$ cat src/rtl/bus_clk_rst_seq.sv
module bus_clk_rst_seq #(
  parameter int POR_CYCLES  = 4096,
  parameter int STOP_CYCLES = 4096
) (
  input  logic sys_clk,
  input  logic osc_clk_i,
  input  logic pll_clk_i,
  input  logic pll_sel_i,
  input  logic por_req_i,
  input  logic lvr_req_i,
  input  logic stop_req_i,
  input  logic wait_req_i,
  input  logic wake_irq_i,
  output logic bus_clk_o,
  output logic cpu_ce_o,
  output logic per_ce_o,
  output logic rst_out_n_o
);

  localparam int LIM_MAX = (POR_CYCLES > STOP_CYCLES) ? POR_CYCLES : STOP_CYCLES;
  localparam int CW = $clog2(LIM_MAX + 1);
  localparam logic [CW-1:0] POR_LIM  = CW'(POR_CYCLES);
  localparam logic [CW-1:0] STOP_LIM = CW'(STOP_CYCLES);

  typedef enum logic [2:0] {S_POR, S_RUN, S_WAIT, S_STOP, S_WAKE} st_t;

  st_t st;
  logic osc_q, pll_q, sel_q;
  logic [1:0] phase;
  logic [CW-1:0] cnt;

  wire hard_rst   = por_req_i | lvr_req_i;
  wire osc_rise   = osc_clk_i & ~osc_q;
  wire pll_rise   = pll_clk_i & ~pll_q;
  wire src_tick   = sel_q ? pll_rise : osc_rise;
  wire clocks_on  = (st == S_RUN) || (st == S_WAIT);
  wire boundary   = clocks_on && src_tick && (phase == 2'd3);
  wire [CW-1:0] lim = (st == S_WAKE) ? STOP_LIM : POR_LIM;
  wire count_done = osc_rise && (cnt == lim - 1'b1);

  assign bus_clk_o   = phase[1];
  assign rst_out_n_o = (st != S_POR);

  always_ff @(posedge sys_clk) begin
    osc_q <= osc_clk_i;
    pll_q <= pll_clk_i;
  end

  always_ff @(posedge sys_clk) begin
    if (hard_rst) begin
      st       <= S_POR;
      cnt      <= '0;
      phase    <= '0;
      sel_q    <= pll_sel_i;
      cpu_ce_o <= 1'b0;
      per_ce_o <= 1'b0;
    end else begin
      cpu_ce_o <= boundary && (st == S_RUN);
      per_ce_o <= boundary;
      case (st)
        S_POR, S_WAKE: begin
          sel_q <= pll_sel_i;
          phase <= '0;
          if (osc_rise) cnt <= count_done ? '0 : cnt + 1'b1;
          if (count_done) st <= S_RUN;
        end
        S_STOP: begin
          sel_q <= pll_sel_i;
          phase <= '0;
          cnt   <= '0;
          if (wake_irq_i) st <= S_WAKE;
        end
        S_RUN: begin
          if (src_tick) phase <= phase + 2'd1;
          if (boundary) begin
            sel_q <= pll_sel_i;
            if (stop_req_i)      st <= S_STOP;
            else if (wait_req_i) st <= S_WAIT;
          end
        end
        S_WAIT: begin
          if (src_tick) phase <= phase + 2'd1;
          if (boundary) sel_q <= pll_sel_i;
          if (wake_irq_i) st <= S_RUN;
        end
        default: st <= S_POR;
      endcase
    end
  end

  assert_reset_quiet_R2: assert property (@(posedge sys_clk)
    hard_rst |=> (!rst_out_n_o && !bus_clk_o && !cpu_ce_o && !per_ce_o));

  assert_release_on_osc_R3: assert property (@(posedge sys_clk) disable iff (hard_rst)
    $rose(rst_out_n_o) |-> $past(osc_rise));

  assert_count_bound_R3: assert property (@(posedge sys_clk) disable iff (hard_rst)
    (st == S_POR || st == S_WAKE) |-> (cnt < lim));

  assert_ce_at_fall_R6: assert property (@(posedge sys_clk) disable iff (hard_rst)
    per_ce_o |-> (!bus_clk_o && $past(bus_clk_o)));

  assert_core_needs_per_R7: assert property (@(posedge sys_clk) disable iff (hard_rst)
    cpu_ce_o |-> per_ce_o);

  assert_stop_parked_R9: assert property (@(posedge sys_clk) disable iff (hard_rst)
    (st == S_STOP && $past(st) == S_STOP) |-> (!bus_clk_o && !per_ce_o && rst_out_n_o));

  assert_sel_on_boundary_R11: assert property (@(posedge sys_clk) disable iff (hard_rst)
    (st == S_RUN && $past(st) == S_RUN && !$stable(sel_q)) |-> (phase == 2'd0));

endmodule

$ cat config.mk
export PLATFORM = sky130hd
export DESIGN_NAME = bus_clk_rst_seq
export DESIGN_NICKNAME = d
export VERILOG_FILES = /design/src/rtl/bus_clk_rst_seq.sv
export SDC_FILE = /design/constraint.sdc
export NUM_CORES = 1
export LEC_CHECK = 0
export CORE_UTILIZATION = 35
export CTS_BUF_LIST = sky130_fd_sc_hd__clkbuf_16
export DETAILED_ROUTE_END_ITERATION = 8
export GPL_TIMING_DRIVEN = 0
export PLACE_DENSITY = 0.53
export SYNTH_ARGS = -nofsm -noshare
export SYNTH_HDL_FRONTEND = slang
export SYNTH_SLANG_ARGS = --single-unit
$ cat constraint.sdc
create_clock -name sys_clk -period 4.6 [get_ports sys_clk]
set_input_delay 0.92 -clock sys_clk [delete_from_list [all_inputs] [get_ports sys_clk]]
set_output_delay 0.92 -clock sys_clk [all_outputs]
set_load 0.02 [all_outputs]
==> impl_metrics.xml, run 1 <==
<?xml version="1.0" encoding="UTF-8"?>
<metrics>
  <group name="clock_tree">
    <metric name="clock_tree.buffer_depth" unit="">2</metric>
    <metric name="post_cts_resize_count" unit="">0</metric>
    <metric name="clk_sinks" unit="">23</metric>
    <metric name="cts.hold.buffers_added" unit="">0</metric>
    <metric name="clock_tree.htree_level_count" unit="">1</metric>
    <metric name="clock-root-buffer" unit="">sky130_fd_sc_hd__clkbuf_16</metric>
    <metric name="clkTransAtPathRegs" unit="ns">0.06</metric>
    <metric name="cts-buffers-inserted" unit="">3</metric>
    <metric name="clock_tree_from_tritoncts" unit="">built</metric>
    <metric name="clock_latency" unit="ns">0.26</metric>
    <metric name="post-cts-setup-buffer-count" unit="">0</metric>
  </group>
  <group name="synthesis">
    <metric name="synth.largest_area_cell" unit="">sky130_fd_sc_hd__dfxtp_1</metric>
    <metric name="yosysTopAreaCellShare" unit="">0.3697</metric>
    <metric name="post_synth_mux_area_share" unit="">0.008403</metric>
    <metric name="syn_area_per_cell" unit="µm²">9.234</metric>
    <metric name="synth_xor_area_frac" unit="">0.05147</metric>
    <metric name="synth-seq-area-share" unit="">0.3950</metric>
    <metric name="synth_top_flop_cell" unit="">sky130_fd_sc_hd__dfxtp_1</metric>
    <metric name="synth_simple_gate_area_share" unit="">0.2868</metric>
    <metric name="yosys_warnings" unit="">0</metric>
    <metric name="syn_inst" unit="">129</metric>
    <metric name="synth-adder-area-share" unit="">0.02101</metric>
    <metric name="synth_cell_types" unit="">44</metric>
    <metric name="synth_area_leaders" unit="">sky130_fd_sc_hd__dfxtp_1, sky130_fd_sc_hd__o2111ai_1, sky130_fd_sc_hd__nand2_1</metric>
    <metric name="synth-async-reset-ratio" unit="">0</metric>
    <metric name="number_of_enable_type_register_cells_in_the_synthesized_netlist" unit="">1</metric>
    <metric name="post_synth_instance_area" unit="µm²">1191</metric>
    <metric name="number_of_synthesized_register_bits" unit="">23</metric>
    <metric name="synth_compound_area_frac" unit="">0.1985</metric>
    <metric name="total_nets_after_synthesis" unit="">140</metric>
    <metric name="synth_top_family_by_area" unit="">simple AND/OR/NAND/NOR gates</metric>
  </group>
  <group name="global_routing">
    <metric name="grt_start_max_net_pins" unit="">14</metric>
    <metric name="number_of_global_route_vias_before_repair" unit="">958</metric>
    <metric name="globalRouteTotalUtil" unit="">0.1597</metric>
    <metric name="grt_first_pass_wirelength" unit="µm">4271</metric>
    <metric name="antenna_found_initial" unit="">0</metric>
    <metric name="gr-total-overflow" unit="">0</metric>
  </group>
  <group name="pwr">
    <metric name="power_density" unit="nW/µm²">288.4</metric>
    <metric name="netSwitchingFraction" unit="">0.2070</metric>
    <metric name="share_seq_of_total_power" unit="">0.489</metric>
    <metric name="intPower" unit="µW">330.8</metric>
    <metric name="pwr-share-clk" unit="">0.461</metric>
    <metric name="power.share.combinational" unit="">0.050</metric>
    <metric name="netSwitchingPower" unit="µW">86.32</metric>
    <metric name="ir_drop" unit="V">0.0001285</metric>
    <metric name="cellLeakagePower" unit="µW">0.0004879</metric>
  </group>
  <group name="critical_path">
    <metric name="critical_path.startpoint_type" unit="">flop</metric>
    <metric name="path_buf_inv" unit="">2</metric>
    <metric name="required_time_reported_for_the_critical_path_endpoint" unit="ns">3.68</metric>
    <metric name="critical_path.slowest_cell" unit="">sky130_fd_sc_hd__clkdlybuf4s50_1</metric>
    <metric name="worst-path-max-fanout" unit="">10</metric>
    <metric name="reg2reg_from" unit="">cnt[0]</metric>
    <metric name="setup.worst_path.start" unit="">st[2]</metric>
    <metric name="crit_family" unit="">buffers and inverters</metric>
    <metric name="critical-path-max-stage-delay" unit="ns">0.55</metric>
    <metric name="setup.worst_path.end_class" unit="">output pin</metric>
    <metric name="cp_cell_sequence" unit="">clkbuf_1 -&gt; or3_2 -&gt; clkdlybuf4s50_1</metric>
    <metric name="cp.arrival" unit="ns">1.84</metric>
    <metric name="critical_path_class" unit="">reg -&gt; out</metric>
  </group>
  <group name="layout">
    <metric name="insertedDiodeCount" unit="">0</metric>
    <metric name="utilization" unit="">0.4624</metric>
    <metric name="final_cells" unit="">189</metric>
    <metric name="area_growth_syn_to_layout" unit="%">21.43</metric>
    <metric name="drive_gt1_frac" unit="">0.1310</metric>
    <metric name="final_net_count" unit="">157</metric>
  </group>
  <group name="floorplan">
    <metric name="floorplan.die.height" unit="µm">60.34</metric>
    <metric name="die_w" unit="µm">60.34</metric>
    <metric name="coreArea" unit="µm²">3128</metric>
    <metric name="floorplan.rows" unit="">20</metric>
    <metric name="floorplan.initialDensity" unit="">0.3808</metric>
    <metric name="die-area" unit="µm²">3640</metric>
    <metric name="pin_count" unit="">13</metric>
  </group>
  <group name="sta">
    <metric name="setup_viol" unit="">0</metric>
    <metric name="layout_setup_ws" unit="ns">1.842</metric>
    <metric name="timing.clock.skew" unit="ns">0.005011</metric>
    <metric name="relSlewSlack" unit="">0.6861</metric>
    <metric name="fin_crit_sh" unit="">0.5995</metric>
    <metric name="period_minus_slack" unit="ns">2.758</metric>
    <metric name="hold_viol_final" unit="">0</metric>
    <metric name="fmax" unit="GHz">0.3626</metric>
    <metric name="setup_tns" unit="ns">0</metric>
    <metric name="worst_pin_slew" unit="ns">0.4688</metric>
    <metric name="rsz_0062_raised_after_global_routing" unit="">false</metric>
    <metric name="final-max-slew-violation-count" unit="">0</metric>
  </group>
  <group name="detailed_routing">
    <metric name="ant_nets" unit="">0</metric>
    <metric name="avgRoutedWirePerCell" unit="µm">12.82</metric>
    <metric name="postRouteWirelength" unit="µm">2423</metric>
    <metric name="vias_per_inst" unit="">5.423</metric>
    <metric name="detailedRoute.firstIterationViolations" unit="">53</metric>
    <metric name="remaining_drc_errors" unit="">0</metric>
    <metric name="pre_antenna_drt_iters" unit="">4</metric>
    <metric name="vias" unit="">1025</metric>
  </group>
  <group name="place">
    <metric name="dp_hpwl" unit="µm">1761</metric>
    <metric name="port_buffers" unit="">12</metric>
    <metric name="placed_cells" unit="">185</metric>
    <metric name="routability_driven_placement_congestion_ratio" unit="">0.7557</metric>
    <metric name="detailedPlace.worstSlack" unit="ns">1.744</metric>
  </group>
  <group name="job">
    <metric name="drv_cap" unit="">0</metric>
  </group>
  <group name="worst_hold_path">
    <metric name="hp-class" unit="">reg -&gt; reg</metric>
    <metric name="origin_of_the_worst_min_delay_path" unit="">cnt[12]</metric>
  </group>
  <group name="status">
    <metric name="outcome" unit="">finished, final reports clean</metric>
  </group>
</metrics>
-- synthesized netlist by cell type (2+ instances only) --
master and count:
sky130_fd_sc_hd__dfxtp_1 22, sky130_fd_sc_hd__nand2_1 13, sky130_fd_sc_hd__nor2_1 12, sky130_fd_sc_hd__a21oi_1 9, sky130_fd_sc_hd__o2111ai_1 6, sky130_fd_sc_hd__o21ai_0 6, sky130_fd_sc_hd__xor2_1 5, sky130_fd_sc_hd__nand3_1 4
sky130_fd_sc_hd__a21boi_0 3, sky130_fd_sc_hd__buf_6 3, sky130_fd_sc_hd__nand2b_1 3, sky130_fd_sc_hd__or3_1 3, sky130_fd_sc_hd__and4_1 2, sky130_fd_sc_hd__clkbuf_1 2, sky130_fd_sc_hd__ha_1 2, sky130_fd_sc_hd__nand3b_1 2
sky130_fd_sc_hd__nor3b_1 2, sky130_fd_sc_hd__nor4_1 2, sky130_fd_sc_hd__o221a_2 2, sky130_fd_sc_hd__xnor2_1 2
-- cells in the final DEF, fill, tap and decap left out, types with 2 or more instances in the layout --
cell type,netlist,final
sky130_fd_sc_hd__nand3_1,4,4
sky130_fd_sc_hd__a21oi_1,9,9
sky130_fd_sc_hd__o2111ai_1,6,6
sky130_fd_sc_hd__and4_1,2,2
sky130_fd_sc_hd__clkbuf_16,0,3
sky130_fd_sc_hd__xor2_1,5,5
sky130_fd_sc_hd__clkbuf_1,2,2
sky130_fd_sc_hd__ha_1,2,2
sky130_fd_sc_hd__clkdlybuf4s50_1,0,12
sky130_fd_sc_hd__dfxtp_1,22,22
sky130_fd_sc_hd__nand2_1,13,13
sky130_fd_sc_hd__o221a_2,2,2
sky130_fd_sc_hd__xnor2_1,2,2
sky130_fd_sc_hd__nand3b_1,2,2
sky130_fd_sc_hd__a21boi_0,3,3
sky130_fd_sc_hd__nor2_1,12,12
sky130_fd_sc_hd__nor4_1,2,2
sky130_fd_sc_hd__or3_1,3,3
sky130_fd_sc_hd__nor3b_1,2,2
sky130_fd_sc_hd__nand2b_1,3,3
sky130_fd_sc_hd__buf_6,3,3
sky130_fd_sc_hd__o21ai_0,6,6
-- logic make-up after synthesis --
family | count (synthesis)
compound gates | 33
xor+xnor | 7
fa+ha+maj | 2
buf+inv | 6
flops | 23
mux | 1
simple gates | 57
-- final cells by class --
| type | instances | area, µm² |
|---|---|---|
| Fill cell | 314 | 1682 |
| Buffer | 6 | 46.29 |
| Timing Repair Buffer | 12 | 120.1 |
| Tap cell | 44 | 55.05 |
| Clock inverter | 1 | 5.005 |
| Multi-Input combinational cell | 100 | 674.4 |
| Sequential cell | 23 | 470.5 |
| Clock buffer | 3 | 75.07 |
-- power by group through the flow --
stage | Combinational [µW] | Clock, µW | Sequential, µW
after floorplan | 10.9 | 0 | 208
after global placement | 20.9 | 0 | 208
after detailed placement | 21.0 | 0 | 208
after CTS | 21.1 | 196 | 204
after global routing | 22.7 | 205 | 204
final | 20.9 | 192 | 204
-- path summary, 6_finish.rpt --
kind              slack (ns)     endpoint  depth (start not counted)
setup / recovery        1.84  rst_out_n_o                          3
setup reg to reg        2.68       cnt[6]                          5
hold reg to reg         0.44      cnt[12]                          2
hold / removal          0.44      cnt[12]                          2
-- worst register-to-register path, stage by stage (launching register included) --
cell and delay [ns]:
sky130_fd_sc_hd__dfxtp_1 0.43, sky130_fd_sc_hd__ha_1 0.28, sky130_fd_sc_hd__nand3_1 0.12, sky130_fd_sc_hd__nand4bb_1 0.37
sky130_fd_sc_hd__o21bai_2 0.49, sky130_fd_sc_hd__nor2_1 0.10
-- sequential cells by signal, indices dropped and copies added (netlist names) --
register  count
cnt          13
st            3
phase         2
cpu_ce_o      1
osc_q         1
per_ce_o      1
pll_q         1
sel_q         1
-- through the flow --
stage / hold slack, ns / power (µW) / instance area (µm²)
floorplan: 0.4143 / 218.8 / 1191
global placement: 0.4246 / 229.2 / 1366
detailed placement: 0.4295 / 229.3 / 1366
CTS: 0.4411 / 420.7 / 1446
global route: 0.4645 / 431.9 / 1446
finish: 0.4386 / 417.1 / 1446
-- per-layer routing --
metal / GRT usage / vias up / routed length [µm]
met1: 0.1992 / 490 / 1155
li1: - / 515 / -
met5: 0 / - / 0
met3: 0.02132 / 4 / 64
met4: 0.1030 / 0 / 56
met2: 0.2590 / 16 / 1147
No activity file was read; power rests on OpenSTA's default activity.
==> run 2: changes to the inputs <==
Clock period 4.6 ns to 2.6 ns, I/O delays scaled along.
==> results of run 2 <==
The final DEF is identical to that of run 1. Status: finished, final reports clean.
Among the figures that moved: setup slack after placement 1.744 ns -> 0.1443 ns; setup slack after layout 1.842 ns -> 0.2421 ns; register-to-register setup slack 2.68 ns -> 0.68 ns; total power 417.1 µW -> 738.0 µW; worst IR drop on VDD 0.0001285 V -> 0.0002274 V
